==> src/rtl/lfb_pkg.sv <==
package lfb_pkg;
    localparam int CODE_W = 8;

    localparam logic [CODE_W-1:0] RATE_LOW  = 8'h06;
    localparam logic [CODE_W-1:0] RATE_MID  = 8'h0A;
    localparam logic [CODE_W-1:0] RATE_HIGH = 8'h14;

    typedef enum logic [1:0] {
        RC_LOW  = 2'd0,
        RC_MID  = 2'd1,
        RC_HIGH = 2'd2,
        RC_BAD  = 2'd3
    } rate_cls_e;
endpackage

==> src/rtl/lfb_rate_class.sv <==
module lfb_rate_class
    import lfb_pkg::*;
(
    input  logic [CODE_W-1:0] code,
    output rate_cls_e         cls
);
    always_comb begin
        unique case (code)
            RATE_LOW:  cls = RC_LOW;
            RATE_MID:  cls = RC_MID;
            RATE_HIGH: cls = RC_HIGH;
            default:   cls = RC_BAD;
        endcase
    end
endmodule

==> src/rtl/lfb_step.sv <==
module lfb_step
    import lfb_pkg::*;
#(
    parameter int LANE_W = 3
) (
    input  rate_cls_e         cls,
    input  logic [LANE_W-1:0] cur_lanes,
    input  logic [CODE_W-1:0] max_rate,
    input  logic [LANE_W-1:0] max_lanes,
    output logic [CODE_W-1:0] nxt_rate,
    output logic [LANE_W-1:0] nxt_lanes,
    output logic              nxt_fail
);
    localparam logic [LANE_W-1:0] ONE_LANE = LANE_W'(1);

    logic [LANE_W-1:0] halved;
    logic              bad_code;

    assign halved = cur_lanes >> 1;

    always_comb begin
        nxt_rate  = RATE_LOW;
        nxt_lanes = cur_lanes;
        bad_code  = 1'b0;
        unique case (cls)
            RC_MID: begin
                nxt_rate  = RATE_LOW;
                nxt_lanes = cur_lanes;
            end
            RC_LOW: begin
                nxt_rate  = (max_rate > RATE_LOW) ? RATE_MID : RATE_LOW;
                nxt_lanes = halved;
            end
            RC_HIGH: begin
                if (cur_lanes == ONE_LANE) begin
                    nxt_rate  = RATE_MID;
                    nxt_lanes = max_lanes;
                end else begin
                    nxt_rate  = RATE_HIGH;
                    nxt_lanes = halved;
                end
            end
            default: begin
                bad_code = 1'b1;
            end
        endcase
        nxt_fail = bad_code || (nxt_lanes == '0);
    end
endmodule

==> src/rtl/lfb_selector.sv <==
module lfb_selector
    import lfb_pkg::*;
#(
    parameter int LANE_W = 3
) (
    input  logic              clk,
    input  logic              rst_n,
    input  logic              start,
    input  logic [CODE_W-1:0] cur_rate,
    input  logic [LANE_W-1:0] cur_lanes,
    input  logic [CODE_W-1:0] max_rate,
    input  logic [LANE_W-1:0] max_lanes,
    output logic              done,
    output logic              fail,
    output logic [CODE_W-1:0] new_rate,
    output logic [LANE_W-1:0] new_lanes
);
    typedef struct packed {
        logic              done;
        logic              fail;
        logic [CODE_W-1:0] rate;
        logic [LANE_W-1:0] lanes;
    } state_t;

    state_t r_d, r_q;

    rate_cls_e         cls;
    logic [CODE_W-1:0] step_rate;
    logic [LANE_W-1:0] step_lanes;
    logic              step_fail;

    lfb_rate_class i_class (
        .code (cur_rate),
        .cls  (cls)
    );

    lfb_step #(.LANE_W(LANE_W)) i_step (
        .cls       (cls),
        .cur_lanes (cur_lanes),
        .max_rate  (max_rate),
        .max_lanes (max_lanes),
        .nxt_rate  (step_rate),
        .nxt_lanes (step_lanes),
        .nxt_fail  (step_fail)
    );

    always_comb begin
        r_d      = r_q;
        r_d.done = 1'b0;
        if (start) begin
            r_d.done = 1'b1;
            r_d.fail = step_fail;
            if (step_fail) begin
                r_d.rate  = cur_rate;
                r_d.lanes = cur_lanes;
            end else begin
                r_d.rate  = step_rate;
                r_d.lanes = step_lanes;
            end
        end
    end

    always_ff @(posedge clk or negedge rst_n) begin
        if (!rst_n) r_q <= '0;
        else        r_q <= r_d;
    end

    assign done      = r_q.done;
    assign fail      = r_q.fail;
    assign new_rate  = r_q.rate;
    assign new_lanes = r_q.lanes;
endmodule

==> config.mk <==
export PLATFORM = sky130hd
export DESIGN_NAME = lfb_selector
export DESIGN_NICKNAME = d
export VERILOG_FILES = /design/src/rtl/lfb_pkg.sv /design/src/rtl/lfb_rate_class.sv /design/src/rtl/lfb_step.sv /design/src/rtl/lfb_selector.sv
export SDC_FILE = /design/constraint.sdc
export NUM_CORES = 1
export LEC_CHECK = 0
export ABC_AREA = 1
export BUFFER_PORTS_ARGS = -buffer_cell sky130_fd_sc_hd__buf_2
export CORE_MARGIN = 4
export CORE_UTILIZATION = 46
export DETAILED_ROUTE_END_ITERATION = 7
export GPL_ROUTABILITY_DRIVEN = 0
export PLACE_DENSITY = 0.78
export SYNTH_ARGS = -nofsm -noshare
export SYNTH_HDL_FRONTEND = slang
export SYNTH_SLANG_ARGS = --single-unit
export TNS_END_PERCENT = 50
==> constraint.sdc <==
create_clock -name clk -period 1.13 [get_ports clk]
set_clock_uncertainty 0.1 [all_clocks]
set_input_delay 0.226 -clock clk [delete_from_list [all_inputs] [get_ports clk]]
set_output_delay 0.226 -clock clk [all_outputs]
set_load 0.02 [all_outputs]
==> results of run 1 <==
[area by class of cell]
type	count	area, sq um
multi-input cells	91	582
clock buffers	4	26.3
well taps	25	31.3
inverters	15	90.1
repair buffers	65	478
flip-flops and latches	13	325
fillers	107	231
[cells in the mapped netlist (all sizes together)]
| master | instances |
|---|---|
| nand2 | 44 |
| nor4 | 1 |
| or2 | 1 |
| o21ai | 9 |
| nand4 | 1 |
| nand3 | 18 |
| inv | 15 |
| dfrtp | 13 |
| clkbuf | 1 |
| buf | 1 |
| nor2 | 15 |
| nor3 | 2 |
[layout by cell type (no fill, tap or decap), drive strengths merged]
cell and instances:
nand4 1, buf 63, nand3 18, nor4 1
nor2 15, o21ai 9, inv 15, dlygate4sd3 2
nand2 44, clkbuf 4, dfrtp 13, or2 1
nor3 2
[logic make-up after synthesis]
| family | Yosys count | share of synthesized area [%] |
|---|---|---|
| buffers and inverters | 17 | 7.74 |
| flip-flops | 13 | 37.2 |
| AO/OA/AOI/OAI | 9 | 5.16 |
| AND/OR/NAND/NOR | 82 | 49.9 |
[sequential cells by signal, summed over array words and instances (netlist names)]
name	flops
new_lanes	3
done	1
new_rate	8
fail	1
[how the worst max path moves through the flow]
stage / from / endpoint / slack (ns) / cells after the start
2_1_floorplan: cur_rate[5] / new_lanes[0]$_DFFE_PN0P_ / -0.18 / 12
3_3_place_gp: cur_rate[5] / new_lanes[0]$_DFFE_PN0P_ / -0.44 / 13
3_5_place_dp: cur_rate[5] / new_lanes[0]$_DFFE_PN0P_ / -0.52 / 13
4_1_cts: cur_rate[7] / new_rate[1]$_DFFE_PN0P_ / -0.13 / 13
5_1_grt: cur_rate[4] / new_rate[3]$_DFFE_PN0P_ / -0.30 / 12
6_report: cur_rate[4] / new_rate[3]$_DFFE_PN0P_ / -0.21 / 12
[per-stage QoR]
stage | worst slack, ns | cells | setup TNS (ns) | power, uW
finish | -0.211 | 213 | -1.20 | 1260
floorplan | -0.185 | 121 | -0.901 | 717
detailed placement | -0.519 | 197 | -3.35 | 890
global route | -0.296 | 213 | -1.96 | 1330
CTS | -0.126 | 211 | -0.612 | 1220
global placement | -0.438 | 197 | -2.86 | 879
[metal layers]
layer	vias to the layer above	part of all wire (%)	routed length [microns]
li1	521	-	-
met1	506	36	1120
met2	69	49	1520
met3	18	9.4	291
met4	0	5.4	167
met5	-	0	0
[timing repair]
item	4_1_cts	5_1_grt
resized for setup	25	19
buffers inserted	8	2
setup endpoints to repair	19	20
hold buffers	2	0
endpoints found under the hold margin	14	0
cloned	0	0
pin swaps	19	17
[power groups by stage]
stage          sequential [uW]  clock (uW)  combinational, uW
6_report                   528         285                450
5_1_grt                    532         308                486
4_1_cts                    525         289                409
3_5_place_dp               533           0                357
3_3_place_gp               530           0                349
2_1_floorplan              584           0                133
[worst reg2reg max path: stages (launching register included)]
cell and delay (ns):
dfrtp_1 0.37, or2_2 0.27, nand2_1 0.07, nand2_1 0.04
==> flow_summary.html, run 1 <==
<table>
<tr><th>Metric</th><th>Value</th></tr>
<tr><th colspan="2">Floorplanning</th></tr>
<tr><td>Core box area</td><td>0.00176 sq mm</td></tr>
<tr><td>Die Outline Area</td><td>0.00266 sq mm</td></tr>
<tr><td>Num rows</td><td>15</td></tr>
<tr><td>Count of boundary I/O pins</td><td>38</td></tr>
<tr><td>Effective utilization at floorplan</td><td>49.5%</td></tr>
<tr><td>Overall die width</td><td>51.6 microns</td></tr>
<tr><td>Vertical die dimension</td><td>51.6 microns</td></tr>
<tr><th colspan="2">Setup path</th></tr>
<tr><td>Crit Path Max Fanout</td><td>6</td></tr>
<tr><td>Setup crit end kind</td><td>flip-flop</td></tr>
<tr><td>Arrival time of the worst setup path</td><td>1.40 ns</td></tr>
<tr><td>Critical path class</td><td>input pin to flip-flop</td></tr>
<tr><td>Family with the most delay on the worst path</td><td>simple AND/OR/NAND/NOR gates</td></tr>
<tr><td>Required @ worst endpoint</td><td>1.19 ns</td></tr>
<tr><td>Number of cells traversed by the worst register-to-register path</td><td>3</td></tr>
<tr><td>Count of buffer and inverter cells on the critical path</td><td>3</td></tr>
<tr><td>Cells traversed along the worst timing path</td><td>buf_4, inv_8, nor2_2, nand2_2, nor2_4, nand3_1, nand2_1, inv_2, nand3_4, nand2_4, nand3_1, nand3_1</td></tr>
<tr><td>Reg2Reg Setup Slack</td><td>0.17 ns</td></tr>
<tr><td>Reg2Reg Capture Point</td><td>new_rate[4]$_DFFE_PN0P_</td></tr>
<tr><td>Worst stage delay on the critical path</td><td>0.14 ns</td></tr>
<tr><td>Critical R2R Launch</td><td>new_rate[4]$_DFFE_PN0P_</td></tr>
<tr><td>Cell occurring most often along the worst timing path</td><td>nand3_1</td></tr>
<tr><td>Critical path startpoint category</td><td>input pin</td></tr>
<tr><td>Crit-path slowest cell</td><td>nor2_4</td></tr>
<tr><th colspan="2">Clock tree</th></tr>
<tr><td>Cell at the root of the clock tree</td><td>clkbuf_4</td></tr>
<tr><td>CTS tree</td><td>yes</td></tr>
<tr><td>Number of buffers between clock root and the deepest sink</td><td>2</td></tr>
<tr><td>Clock-pin slew of the registers on the worst-case setup and hold paths</td><td>0.08 ns</td></tr>
<tr><td>Number of buffers inserted during clock tree synthesis</td><td>3</td></tr>
<tr><td>Total number of H-tree levels</td><td>1</td></tr>
<tr><td>CTS sink cnt</td><td>13</td></tr>
<tr><td>Skew-Pair Late Insertion Delay</td><td>0.28 ns</td></tr>
<tr><th colspan="2">Yosys</th></tr>
<tr><td>Yosys Warn Count</td><td>0</td></tr>
<tr><td>Share of synthesized area occupied by flip-flops and latches</td><td>37.2%</td></tr>
<tr><td>Mapped Cells</td><td>121</td></tr>
<tr><td>Per-instance average area after synthesis</td><td>7.22 sq um</td></tr>
<tr><td>Top cell type's share of synthesized area</td><td>37.2%</td></tr>
<tr><td>Cell area after synthesis</td><td>873 sq um</td></tr>
<tr><td>Synth Register Bits</td><td>13</td></tr>
<tr><td>Cells taking the most area after synthesis</td><td>dfrtp_1 37%, nand2_1 15%, nand3_1 9.2%</td></tr>
<tr><td>Cell taking the most area after synthesis</td><td>dfrtp_1</td></tr>
<tr><td>Synthesized netlist net count</td><td>146</td></tr>
<tr><td>Number of distinct library cells after synthesis</td><td>19</td></tr>
<tr><th colspan="2">STA</th></tr>
<tr><td>Final-report setup violation count</td><td>17</td></tr>
<tr><td>RSZ-0062 raised after global routing</td><td>true</td></tr>
<tr><td>Max Fclk</td><td>746 MHz</td></tr>
<tr><td>Final cycle utilization of the critical path</td><td>119%</td></tr>
<tr><td>Slew at the pin with the worst max-slew slack</td><td>0.292 ns</td></tr>
<tr><td>Worst setup slack after layout</td><td>-0.211 ns</td></tr>
<tr><td>Hold slack</td><td>0.135 ns</td></tr>
<tr><td>Count of final hold-check violations</td><td>0</td></tr>
<tr><td>Total count of max-transition violations in the final report</td><td>0</td></tr>
<tr><td>Final critical-path required period</td><td>1.34 ns</td></tr>
<tr><td>Remaining max-slew budget at the tightest pin</td><td>80.3%</td></tr>
<tr><th colspan="2">Finish</th></tr>
<tr><td>Antenna diode count</td><td>0</td></tr>
<tr><td>Layout cells sized above 1</td><td>60.1%</td></tr>
<tr><td>End-of-flow core utilization</td><td>86.9%</td></tr>
<tr><td>Area Overhead vs Synth</td><td>75.5%</td></tr>
<tr><td>Post-layout nets</td><td>214</td></tr>
<tr><td>Final instance area</td><td>0.00153 sq mm</td></tr>
<tr><th colspan="2">Power and ir drop</th></tr>
<tr><td>Internal power</td><td>847 uW</td></tr>
<tr><td>Share of total power in sequential cells</td><td>41.8%</td></tr>
<tr><td>Pwr/cell area</td><td>825 mW/mm^2</td></tr>
<tr><td>Static leakage</td><td>0.000807 uW</td></tr>
<tr><td>Reported net switching power</td><td>417 uW</td></tr>
<tr><td>Gate power share</td><td>35.6%</td></tr>
<tr><td>Clock power share</td><td>22.6%</td></tr>
<tr><td>Peak supply drop</td><td>0.498 mV</td></tr>
<tr><td>Switching Share</td><td>33.0%</td></tr>
<tr><th colspan="2">Routing</th></tr>
<tr><td>Number of remaining DRC errors</td><td>0</td></tr>
<tr><td>Average wire per cell in the routed design</td><td>14.5 microns</td></tr>
<tr><td>Vias per Instance</td><td>5.23</td></tr>
<tr><td>WL final</td><td>3100 microns</td></tr>
<tr><td>Number of nets with antenna violations after detailed routing</td><td>0</td></tr>
<tr><td>Count of routing violations after the opening detailed-route iteration</td><td>32</td></tr>
<tr><td>Vias</td><td>1114</td></tr>
<tr><td>First-pass iteration count of the detailed router</td><td>4</td></tr>
<tr><th colspan="2">GRT</th></tr>
<tr><td>Maximum number of pins on one net before global-route repair</td><td>14</td></tr>
<tr><td>Total track usage</td><td>22.8%</td></tr>
<tr><td>Number of global-route vias before repair</td><td>1047</td></tr>
<tr><td>Fraction of met2 tracks used by global routing</td><td>41.9%</td></tr>
<tr><td>Initial antenna violation count</td><td>0</td></tr>
<tr><td>GR Layer Usage met1</td><td>26.0%</td></tr>
<tr><td>Global route hottest layer</td><td>met2</td></tr>
<tr><td>Remaining Overflow, GRT</td><td>0</td></tr>
<tr><td>Routing usage on met3</td><td>3.44%</td></tr>
<tr><td>Global-route wire length before repair</td><td>4520 microns</td></tr>
<tr><th colspan="2">Run status</th></tr>
<tr><td>Violations in the final reports</td><td>negative setup slack</td></tr>
<tr><td>Outcome</td><td>finished with violations</td></tr>
<tr><th colspan="2">Worst hold path</th></tr>
<tr><td>Hold WC Path Type</td><td>input pin to flip-flop</td></tr>
<tr><td>Cell depth of the worst hold path</td><td>3</td></tr>
<tr><td>Endpoint with the worst hold slack</td><td>new_rate[6]$_DFFE_PN0P_</td></tr>
<tr><td>Startpoint of the most critical hold path</td><td>cur_rate[6]</td></tr>
<tr><th colspan="2">Place</th></tr>
<tr><td>Placed standard-cell area</td><td>0.00126 sq mm</td></tr>
<tr><td>Post-detail-place hpwl</td><td>1940 microns</td></tr>
<tr><td>PortBufs</td><td>37</td></tr>
<tr><th colspan="2">Job</th></tr>
<tr><td>Max Cap Violations</td><td>0</td></tr>
</table>
Power figures use the tool's default switching activity.
==> inputs of run 2 (changes only) <==
--- a/config.mk
+++ b/config.mk
@@ -12,6 +12,7 @@
 export DETAILED_ROUTE_END_ITERATION = 7
 export GPL_ROUTABILITY_DRIVEN = 0
 export PLACE_DENSITY = 0.78
+export SETUP_SLACK_MARGIN = 0.3
 export SYNTH_ARGS = -nofsm -noshare
 export SYNTH_HDL_FRONTEND = slang
 export SYNTH_SLANG_ARGS = --single-unit
==> run 2 against run 1 <==
The flow still finishes with violations (negative setup slack); register-to-register slack worse by 0.02 ns; sequential share of layout area is 1.1 points lower; clock power is 6% higher; die area stayed put; critical path depth is 2 lower; sequential cell count stayed put; fmax is 6.2% lower; count of clock-buffer cells in the layout stayed put; highest routed layer unchanged.
==> flow_summary.html, run 2 (synthesis gave the netlist of run 1 again) <==
<table>
<tr><th>Metric</th><th>Value</th></tr>
<tr><th colspan="2">Power and ir drop</th></tr>
<tr><td>Peak supply drop</td><td>0.672 mV (+35%)</td></tr>
<tr><td>Switching Share</td><td>34.2% (+1.2 points)</td></tr>
<tr><td>Gate power share</td><td>37.8% (+2.2 points)</td></tr>
<tr><td>Static leakage</td><td>0.000857 uW (+6.3%)</td></tr>
<tr><td>Share of total power in sequential cells</td><td>39.7% (-2.1 points)</td></tr>
<tr><td>Clock power share</td><td>22.5% (about the same)</td></tr>
<tr><td>Internal power</td><td>885 uW (+4.5%)</td></tr>
<tr><td>Reported net switching power</td><td>459 uW (+10%)</td></tr>
<tr><td>Pwr/cell area</td><td>831 mW/mm^2 (+0.80%)</td></tr>
<tr><th colspan="2">STA</th></tr>
<tr><td>Count of final hold-check violations</td><td>0 (unchanged)</td></tr>
<tr><td>Setup TNS Final</td><td>-2.04 ns (-0.837 ns)</td></tr>
<tr><td>Worst setup slack after layout</td><td>-0.299 ns (-0.0885 ns)</td></tr>
<tr><td>Max Fclk</td><td>700 MHz (-6.2%)</td></tr>
<tr><td>Final critical-path required period</td><td>1.43 ns (+0.0885 ns)</td></tr>
<tr><td>RSZ-0062 raised after global routing</td><td>true</td></tr>
<tr><td>Final cycle utilization of the critical path</td><td>126% (+7.8 points)</td></tr>
<tr><td>Final-report setup violation count</td><td>19 (+2)</td></tr>
<tr><td>Remaining max-slew budget at the tightest pin</td><td>68.9% (-11 points)</td></tr>
<tr><td>Slew at the pin with the worst max-slew slack</td><td>0.463 ns (+0.171 ns)</td></tr>
<tr><td>Total count of max-transition violations in the final report</td><td>0 (unchanged)</td></tr>
<tr><th colspan="2">Floorplanning</th></tr>
<tr><td>Effective utilization at floorplan</td><td>49.5% (unchanged)</td></tr>
<tr><td>Vertical die dimension</td><td>51.6 microns (unchanged)</td></tr>
<tr><td>Die Outline Area</td><td>0.00266 sq mm (unchanged)</td></tr>
<tr><td>Count of boundary I/O pins</td><td>38 (unchanged)</td></tr>
<tr><td>Num rows</td><td>15 (unchanged)</td></tr>
<tr><td>Overall die width</td><td>51.6 microns (unchanged)</td></tr>
<tr><td>Core box area</td><td>0.00176 sq mm (unchanged)</td></tr>
<tr><th colspan="2">Setup path</th></tr>
<tr><td>Number of cells traversed by the worst register-to-register path</td><td>3 (unchanged)</td></tr>
<tr><td>Crit Path Max Fanout</td><td>3 (-3)</td></tr>
<tr><td>Worst stage delay on the critical path</td><td>0.41 ns (+0.27 ns)</td></tr>
<tr><td>Critical path class</td><td>input pin to flip-flop</td></tr>
<tr><td>Critical path startpoint category</td><td>input pin</td></tr>
<tr><td>Crit-path slowest cell</td><td>nor3_1</td></tr>
<tr><td>Arrival time of the worst setup path</td><td>1.51 ns (+0.11 ns)</td></tr>
<tr><td>Required @ worst endpoint</td><td>1.21 ns (+0.02 ns)</td></tr>
<tr><td>Cells traversed along the worst timing path</td><td>buf_6, inv_2, buf_4, buf_4, buf_4, nand3_1, nor3_1, nand3_2, nand3_2, nand2_1</td></tr>
<tr><td>Reg2Reg Capture Point</td><td>new_rate[4]$_DFFE_PN0P_</td></tr>
<tr><td>Setup crit end kind</td><td>flip-flop</td></tr>
<tr><td>Critical R2R Launch</td><td>new_rate[4]$_DFFE_PN0P_</td></tr>
<tr><td>Reg2Reg Setup Slack</td><td>0.15 ns (-0.02 ns)</td></tr>
<tr><td>Cell occurring most often along the worst timing path</td><td>buf_4</td></tr>
<tr><th colspan="2">Place</th></tr>
<tr><td>Placement Setup Slack</td><td>-0.519 ns (+0.000420 ns)</td></tr>
<tr><td>Post-detail-place hpwl</td><td>1930 microns (-0.43%)</td></tr>
<tr><td>Placed Cells</td><td>198 (+0.51%)</td></tr>
<tr><td>PortBufs</td><td>37 (unchanged)</td></tr>
<tr><th colspan="2">Routing</th></tr>
<tr><td>First-pass iteration count of the detailed router</td><td>4 (unchanged)</td></tr>
<tr><td>WL final</td><td>3950 microns (+28%)</td></tr>
<tr><td>Highest Signal Layer</td><td>met4</td></tr>
<tr><td>Average wire per cell in the routed design</td><td>18.1 microns (+25%)</td></tr>
<tr><td>Vias per Instance</td><td>5.35 (+2.3%)</td></tr>
<tr><td>Detailed-routed wire length on met3</td><td>289 microns (-0.69%)</td></tr>
<tr><td>Number of remaining DRC errors</td><td>0 (unchanged)</td></tr>
<tr><td>Vias</td><td>1166 (+4.7%)</td></tr>
<tr><td>Routed length on met2</td><td>1900 microns (+25%)</td></tr>
<tr><td>Detailed-routing wirelength on met1</td><td>1490 microns (+32%)</td></tr>
<tr><td>Count of routing violations after the opening detailed-route iteration</td><td>46 (+44%)</td></tr>
<tr><td>Number of nets with antenna violations after detailed routing</td><td>0 (unchanged)</td></tr>
<tr><th colspan="2">Finish</th></tr>
<tr><td>Flip-flop and latch area</td><td>325 sq um (unchanged)</td></tr>
<tr><td>Post-layout nets</td><td>219 (+2.3%)</td></tr>
<tr><td>Leading cell type in the layout, fill and taps excluded</td><td>buf_4</td></tr>
<tr><td>Layout cells sized above 1</td><td>60.6% (+0.52 points)</td></tr>
<tr><td>Area Overhead vs Synth</td><td>85.2%</td></tr>
<tr><td>Filler instances</td><td>79 (-26%)</td></tr>
<tr><td>Post-route non-filler standard cell count</td><td>218 (+2.3%)</td></tr>
<tr><td>Flip-flop count of the largest register, all copies and words added</td><td>8 (unchanged)</td></tr>
<tr><td>Top library cells by usage in the layout, fill and taps aside</td><td>32 x buf_4, 28 x nand2_1, 20 x buf_2</td></tr>
<tr><td>Multi-input combinational cell area</td><td>583 sq um (+0.22%)</td></tr>
<tr><td>Antenna diode count</td><td>0 (unchanged)</td></tr>
<tr><th colspan="2">Worst hold path</th></tr>
<tr><td>Hold WC Path Type</td><td>input pin to flip-flop</td></tr>
<tr><td>Startpoint of the most critical hold path</td><td>cur_rate[6]</td></tr>
<tr><td>Cell depth of the worst hold path</td><td>3 (unchanged)</td></tr>
<tr><td>Endpoint with the worst hold slack</td><td>new_rate[6]$_DFFE_PN0P_</td></tr>
<tr><th colspan="2">Run status</th></tr>
<tr><td>Violations in the final reports</td><td>negative setup slack</td></tr>
<tr><td>Outcome</td><td>finished with violations</td></tr>
<tr><th colspan="2">Clock tree</th></tr>
<tr><td>Cell at the root of the clock tree</td><td>clkbuf_4</td></tr>
<tr><td>CTS sink cnt</td><td>13 (unchanged)</td></tr>
<tr><td>Clock-pin slew of the registers on the worst-case setup and hold paths</td><td>0.08 ns (about the same)</td></tr>
<tr><td>Number of buffers inserted during clock tree synthesis</td><td>3 (unchanged)</td></tr>
<tr><td>Number of buffers between clock root and the deepest sink</td><td>2 (unchanged)</td></tr>
<tr><td>CTS tree</td><td>yes</td></tr>
<tr><td>Skew-Pair Late Insertion Delay</td><td>0.29 ns (about the same)</td></tr>
<tr><td>Total number of H-tree levels</td><td>1 (unchanged)</td></tr>
<tr><th colspan="2">GRT</th></tr>
<tr><td>Maximum number of pins on one net before global-route repair</td><td>14 (unchanged)</td></tr>
<tr><td>Total track usage</td><td>23.2% (+0.47 points)</td></tr>
<tr><td>Remaining Overflow, GRT</td><td>0 (unchanged)</td></tr>
<tr><td>Initial antenna violation count</td><td>0 (unchanged)</td></tr>
<tr><td>Number of global-route vias before repair</td><td>1011 (-3.4%)</td></tr>
<tr><td>Global-route wire length before repair</td><td>4430 microns (-2.0%)</td></tr>
<tr><th colspan="2">Job</th></tr>
<tr><td>Max Cap Violations</td><td>0 (unchanged)</td></tr>
</table>
==> run 2: worst max path at each step <==
stage	start	end	slack (ns)
floorplan	cur_rate[5]	new_lanes[0]$_DFFE_PN0P_	-0.18
global placement	cur_rate[5]	new_lanes[0]$_DFFE_PN0P_	-0.44
detailed placement	cur_rate[5]	new_lanes[0]$_DFFE_PN0P_	-0.52
CTS	cur_rate[7]	new_rate[1]$_DFFE_PN0P_	-0.12
global route	cur_rate[1]	new_rate[1]$_DFFE_PN0P_	-0.37
finish	cur_rate[1]	new_rate[1]$_DFFE_PN0P_	-0.30
==> run 2: worst max-delay path: cells and delay by family <==
family	cells	cell delay (ns)
buffers and inverters	5	0.44
and+or+nand+nor	5	0.84
==> run 2: routing by layer <==
layer  GRT usage, %  up-vias
li1               -      531
met1           26.4      535
met2           39.4       77
met3           4.87       23
met4           14.4        0
met5              0        -
==> run 2: power groups by stage <==
stage | clock network [uW] | logic [uW] | registers [uW]
after floorplan | 0 | 133 | 584
after global placement | 0 | 352 | 530
after detailed placement | 0 | 359 | 533
after CTS | 292 | 428 | 527
after global routing | 329 | 538 | 538
final | 303 | 508 | 534
==> run 2: per-stage QoR <==
step | hold WS (ns) | util [%] | cell area [sq um] | power, uW
global placement | 0.0155 | 72.0 | 1270 | 882
global route | 0.117 | 91.7 | 1620 | 1410
floorplan | -0.170 | - | 937 | 717
detailed placement | 0.0240 | 72.0 | 1270 | 892
finish | 0.110 | 91.7 | 1620 | 1340
CTS | 0.119 | 85.4 | 1510 | 1250
==> run 2: what timing repair did <==
| item | CTS | global route |
|---|---|---|
| endpoints found under the setup margin | 21 | 23 |
| buffers inserted | 10 | 4 |
| pin swaps | 18 | 17 |
| hold endpoints to repair | 14 | 0 |
| resized for setup | 33 | 25 |
| hold buffers | 2 | 0 |
==> run 2: layout make-up <==
type	instances	area share [%]
Timing Repair Buffer	70	34.6
Inverter	15	5.72
Multi-Input combinational cell	91	36.0
Clock buffer	4	1.62
Sequential cell	13	20.1
Tap cell	25	1.93
==> inputs of run 3 (changes only) <==
--- a/config.mk
+++ b/config.mk
@@ -6,12 +6,11 @@
 export NUM_CORES = 1
 export LEC_CHECK = 0
 export ABC_AREA = 1
-export BUFFER_PORTS_ARGS = -buffer_cell sky130_fd_sc_hd__buf_2
 export CORE_MARGIN = 4
-export CORE_UTILIZATION = 46
+export CORE_UTILIZATION = 50
 export DETAILED_ROUTE_END_ITERATION = 7
+export DONT_BUFFER_PORTS = 1
 export GPL_ROUTABILITY_DRIVEN = 0
-export PLACE_DENSITY = 0.78
 export SETUP_SLACK_MARGIN = 0.3
 export SYNTH_ARGS = -nofsm -noshare
 export SYNTH_HDL_FRONTEND = slang
==> run 3 against run 2 <==
The run ends with negative hold slack, negative setup slack left; final area is 18% lower; combinational power shrank 48%; sequential share of layout area grew 5.3 points; critical path type unchanged.
==> flow_summary.html, run 3 (synthesis gave the netlist of run 1 again) <==
<table>
<tr><th>Metric</th><th>Value</th></tr>
<tr><th colspan="2">Run status</th></tr>
<tr><td>Outcome</td><td>finished with violations</td></tr>
<tr><td>Violations in the final reports</td><td>negative hold slack, negative setup slack</td></tr>
<tr><th colspan="2">Floorplanning</th></tr>
<tr><td>Vertical die dimension</td><td>49.8 microns (-3.4%)</td></tr>
<tr><td>Count of boundary I/O pins</td><td>38 (unchanged)</td></tr>
<tr><td>Overall die width</td><td>49.8 microns (-3.4%)</td></tr>
<tr><td>Effective utilization at floorplan</td><td>55.4% (+5.9 points)</td></tr>
<tr><td>Die Outline Area</td><td>0.00248 sq mm (-6.8%)</td></tr>
<tr><td>Core box area</td><td>0.00158 sq mm (-11%)</td></tr>
<tr><td>Num rows</td><td>14 (-1)</td></tr>
<tr><th colspan="2">Routing</th></tr>
<tr><td>Vias per Instance</td><td>5.60 (+4.8%)</td></tr>
<tr><td>WL final</td><td>2480 microns (-37%)</td></tr>
<tr><td>Number of nets with antenna violations after detailed routing</td><td>0 (unchanged)</td></tr>
<tr><td>Number of remaining DRC errors</td><td>0 (unchanged)</td></tr>
<tr><td>First-pass iteration count of the detailed router</td><td>4 (unchanged)</td></tr>
<tr><td>Average wire per cell in the routed design</td><td>15.3 microns (-15%)</td></tr>
<tr><td>Count of routing violations after the opening detailed-route iteration</td><td>17 (-63%)</td></tr>
<tr><td>Vias</td><td>908 (-22%)</td></tr>
<tr><th colspan="2">GRT</th></tr>
<tr><td>Number of global-route vias before repair</td><td>935 (-7.5%)</td></tr>
<tr><td>Total track usage</td><td>19.7% (-3.5 points)</td></tr>
<tr><td>Initial antenna violation count</td><td>0 (unchanged)</td></tr>
<tr><td>Maximum number of pins on one net before global-route repair</td><td>14 (unchanged)</td></tr>
<tr><td>Remaining Overflow, GRT</td><td>0 (unchanged)</td></tr>
<tr><td>Global-route wire length before repair</td><td>3820 microns (-14%)</td></tr>
<tr><th colspan="2">STA</th></tr>
<tr><td>Worst setup slack after layout</td><td>-0.00249 ns (+0.296 ns)</td></tr>
<tr><td>Final cycle utilization of the critical path</td><td>100% (-26 points)</td></tr>
<tr><td>Count of final hold-check violations</td><td>14 (+14)</td></tr>
<tr><td>Final critical-path required period</td><td>1.13 ns (-0.296 ns)</td></tr>
<tr><td>Remaining max-slew budget at the tightest pin</td><td>62.9% (-6.0 points)</td></tr>
<tr><td>Final-report setup violation count</td><td>1 (-18)</td></tr>
<tr><td>Total count of max-transition violations in the final report</td><td>0 (unchanged)</td></tr>
<tr><td>Slew at the pin with the worst max-slew slack</td><td>0.557 ns (+0.0934 ns)</td></tr>
<tr><td>Max Fclk</td><td>883 MHz (+26%)</td></tr>
<tr><td>Hold slack</td><td>-0.109 ns (-0.219 ns)</td></tr>
<tr><td>Setup TNS Final</td><td>-0.00249 ns (+2.04 ns)</td></tr>
<tr><td>RSZ-0062 raised after global routing</td><td>true</td></tr>
<tr><th colspan="2">Clock tree</th></tr>
<tr><td>Number of hold buffers added after CTS</td><td>2 (unchanged)</td></tr>
<tr><td>Clock-pin slew of the registers on the worst-case setup and hold paths</td><td>0.08 ns (about the same)</td></tr>
<tr><td>CTS sink cnt</td><td>13 (unchanged)</td></tr>
<tr><td>Skew-Pair Late Insertion Delay</td><td>0.28 ns (about the same)</td></tr>
<tr><td>Number of buffers between clock root and the deepest sink</td><td>2 (unchanged)</td></tr>
<tr><td>Cell at the root of the clock tree</td><td>clkbuf_4</td></tr>
<tr><td>CTS tree</td><td>yes</td></tr>
<tr><td>Number of buffers inserted during clock tree synthesis</td><td>3 (unchanged)</td></tr>
<tr><td>Total number of H-tree levels</td><td>1 (unchanged)</td></tr>
<tr><th colspan="2">Finish</th></tr>
<tr><td>Top library cells by usage in the layout, fill and taps aside</td><td>28 x nand2_1, 20 x buf_4, 12 x nand3_1</td></tr>
<tr><td>Layout cells sized above 1</td><td>54.1% (-6.5 points)</td></tr>
<tr><td>Flip-flop count of the largest register, all copies and words added</td><td>8 (unchanged)</td></tr>
<tr><td>Final instance area</td><td>0.00133 sq mm (-18%)</td></tr>
<tr><td>Area Overhead vs Synth</td><td>52.1%</td></tr>
<tr><td>Antenna diode count</td><td>0 (unchanged)</td></tr>
<tr><td>Filler instances</td><td>100 (+27%)</td></tr>
<tr><td>Leading cell type in the layout, fill and taps excluded</td><td>nand2_1</td></tr>
<tr><td>Post-route non-filler standard cell count</td><td>162 (-26%)</td></tr>
<tr><td>Post-layout nets</td><td>172 (-21%)</td></tr>
<tr><th colspan="2">Place</th></tr>
<tr><td>Post-detail-place hpwl</td><td>1580 microns (-18%)</td></tr>
<tr><td>PortBufs</td><td>0 (-100%)</td></tr>
<tr><td>Placed standard-cell area</td><td>0.00105 sq mm (-17%)</td></tr>
<tr><td>Placed Cells</td><td>149 (-25%)</td></tr>
<tr><th colspan="2">Setup path</th></tr>
<tr><td>Required @ worst endpoint</td><td>1.20 ns (about the same)</td></tr>
<tr><td>Worst setup path startpoint</td><td>cur_rate[1]</td></tr>
<tr><td>Reg2Reg Setup Slack</td><td>0.16 ns (about the same)</td></tr>
<tr><td>Critical path class</td><td>input pin to flip-flop</td></tr>
<tr><td>Crit Path Max Fanout</td><td>6 (+3)</td></tr>
<tr><td>Crit path to</td><td>new_lanes[0]$_DFFE_PN0P_</td></tr>
<tr><td>Setup crit end kind</td><td>flip-flop</td></tr>
<tr><td>Reg2Reg Capture Point</td><td>new_rate[4]$_DFFE_PN0P_</td></tr>
<tr><td>Critical path startpoint category</td><td>input pin</td></tr>
<tr><td>Critical R2R Launch</td><td>new_rate[4]$_DFFE_PN0P_</td></tr>
<tr><td>Arrival time of the worst setup path</td><td>1.20 ns (-0.31 ns)</td></tr>
<tr><td>Number of cells traversed by the worst register-to-register path</td><td>3 (unchanged)</td></tr>
<tr><th colspan="2">Job</th></tr>
<tr><td>Max Cap Violations</td><td>0 (unchanged)</td></tr>
<tr><th colspan="2">Power and ir drop</th></tr>
<tr><td>Post-route total power</td><td>1130 uW (-16%)</td></tr>
<tr><td>Pwr/cell area</td><td>853 mW/mm^2 (+2.6%)</td></tr>
<tr><td>Static leakage</td><td>0.000623 uW (-27%)</td></tr>
<tr><td>Peak supply drop</td><td>0.450 mV (-33%)</td></tr>
<tr><th colspan="2">Worst hold path</th></tr>
<tr><td>Hold WC Path Type</td><td>input pin to async pin</td></tr>
</table>
==> run 3: worst max-delay path, stage by stage <==
cell,delay [ns]
inv_8,0.03
nand2_2,0.05
nor2_2,0.11
nand2_2,0.09
nand2_4,0.11
nor2_4,0.04
nor2_4,0.12
nand3_4,0.12
nand2_4,0.11
nand2_1,0.06
nand3_1,0.06
nand2_1,0.05
==> run 3: what timing repair did <==
item / CTS / global route
setup buffers: 5 / 2
setup endpoints to repair: 25 / 38
endpoints found under the hold margin: 19 / 13
gates resized for setup: 26 / 33
pin swaps: 17 / 20
==> run 3: how the worst min path moves through the flow <==
stage	startpoint	end	slack (ns)	cells past startpoint
6_report	rst_n	new_rate[1]$_DFFE_PN0P_	-0.11	1
5_1_grt	rst_n	new_rate[4]$_DFFE_PN0P_	-0.05	1
3_5_place_dp	rst_n	new_rate[7]$_DFFE_PN0P_	-0.17	0
4_1_cts	cur_rate[4]	new_rate[4]$_DFFE_PN0P_	-0.004	2
2_1_floorplan	rst_n	done$_DFF_PN0_	-0.17	0
3_3_place_gp	rst_n	new_rate[7]$_DFFE_PN0P_	-0.17	0
==> run 3: final cells by class <==
type | instances | area, sq um | share of cell area, %
Sequential cell | 13 | 338 | 25.4
Multi-Input combinational cell | 91 | 603 | 45.4
Tap cell | 16 | 20.0 | 1.51
Timing Repair Buffer | 23 | 186 | 14.0
Clock buffer | 4 | 26.3 | 1.98
Inverter | 15 | 155 | 11.7
==> run 3: layer usage <==
metal  track usage (%)  up-vias  part of all wire (%)
met5                 0        -                     0
met4              12.9        0                   2.6
met3              3.92        8                   7.8
met2              35.2       42                    52
met1              20.7      419                    38
li1                  -      439                     -
==> run 3: power breakdown <==
group / switching [uW] / internal, uW
combinational: 133 / 130
sequential: 73.4 / 511
clock: 149 / 137
==> run 3: per-stage QoR <==
step                      utilization, %  setup WS [ns]  hold slack, ns
final                               84.3       -0.00249          -0.109
after global routing                84.3        -0.0785         -0.0543
after CTS                           77.1        0.00231        -0.00394
after detailed placement            66.7         -0.283          -0.169
after global placement              66.7         -0.257          -0.169
after floorplan                        -         -0.185          -0.170
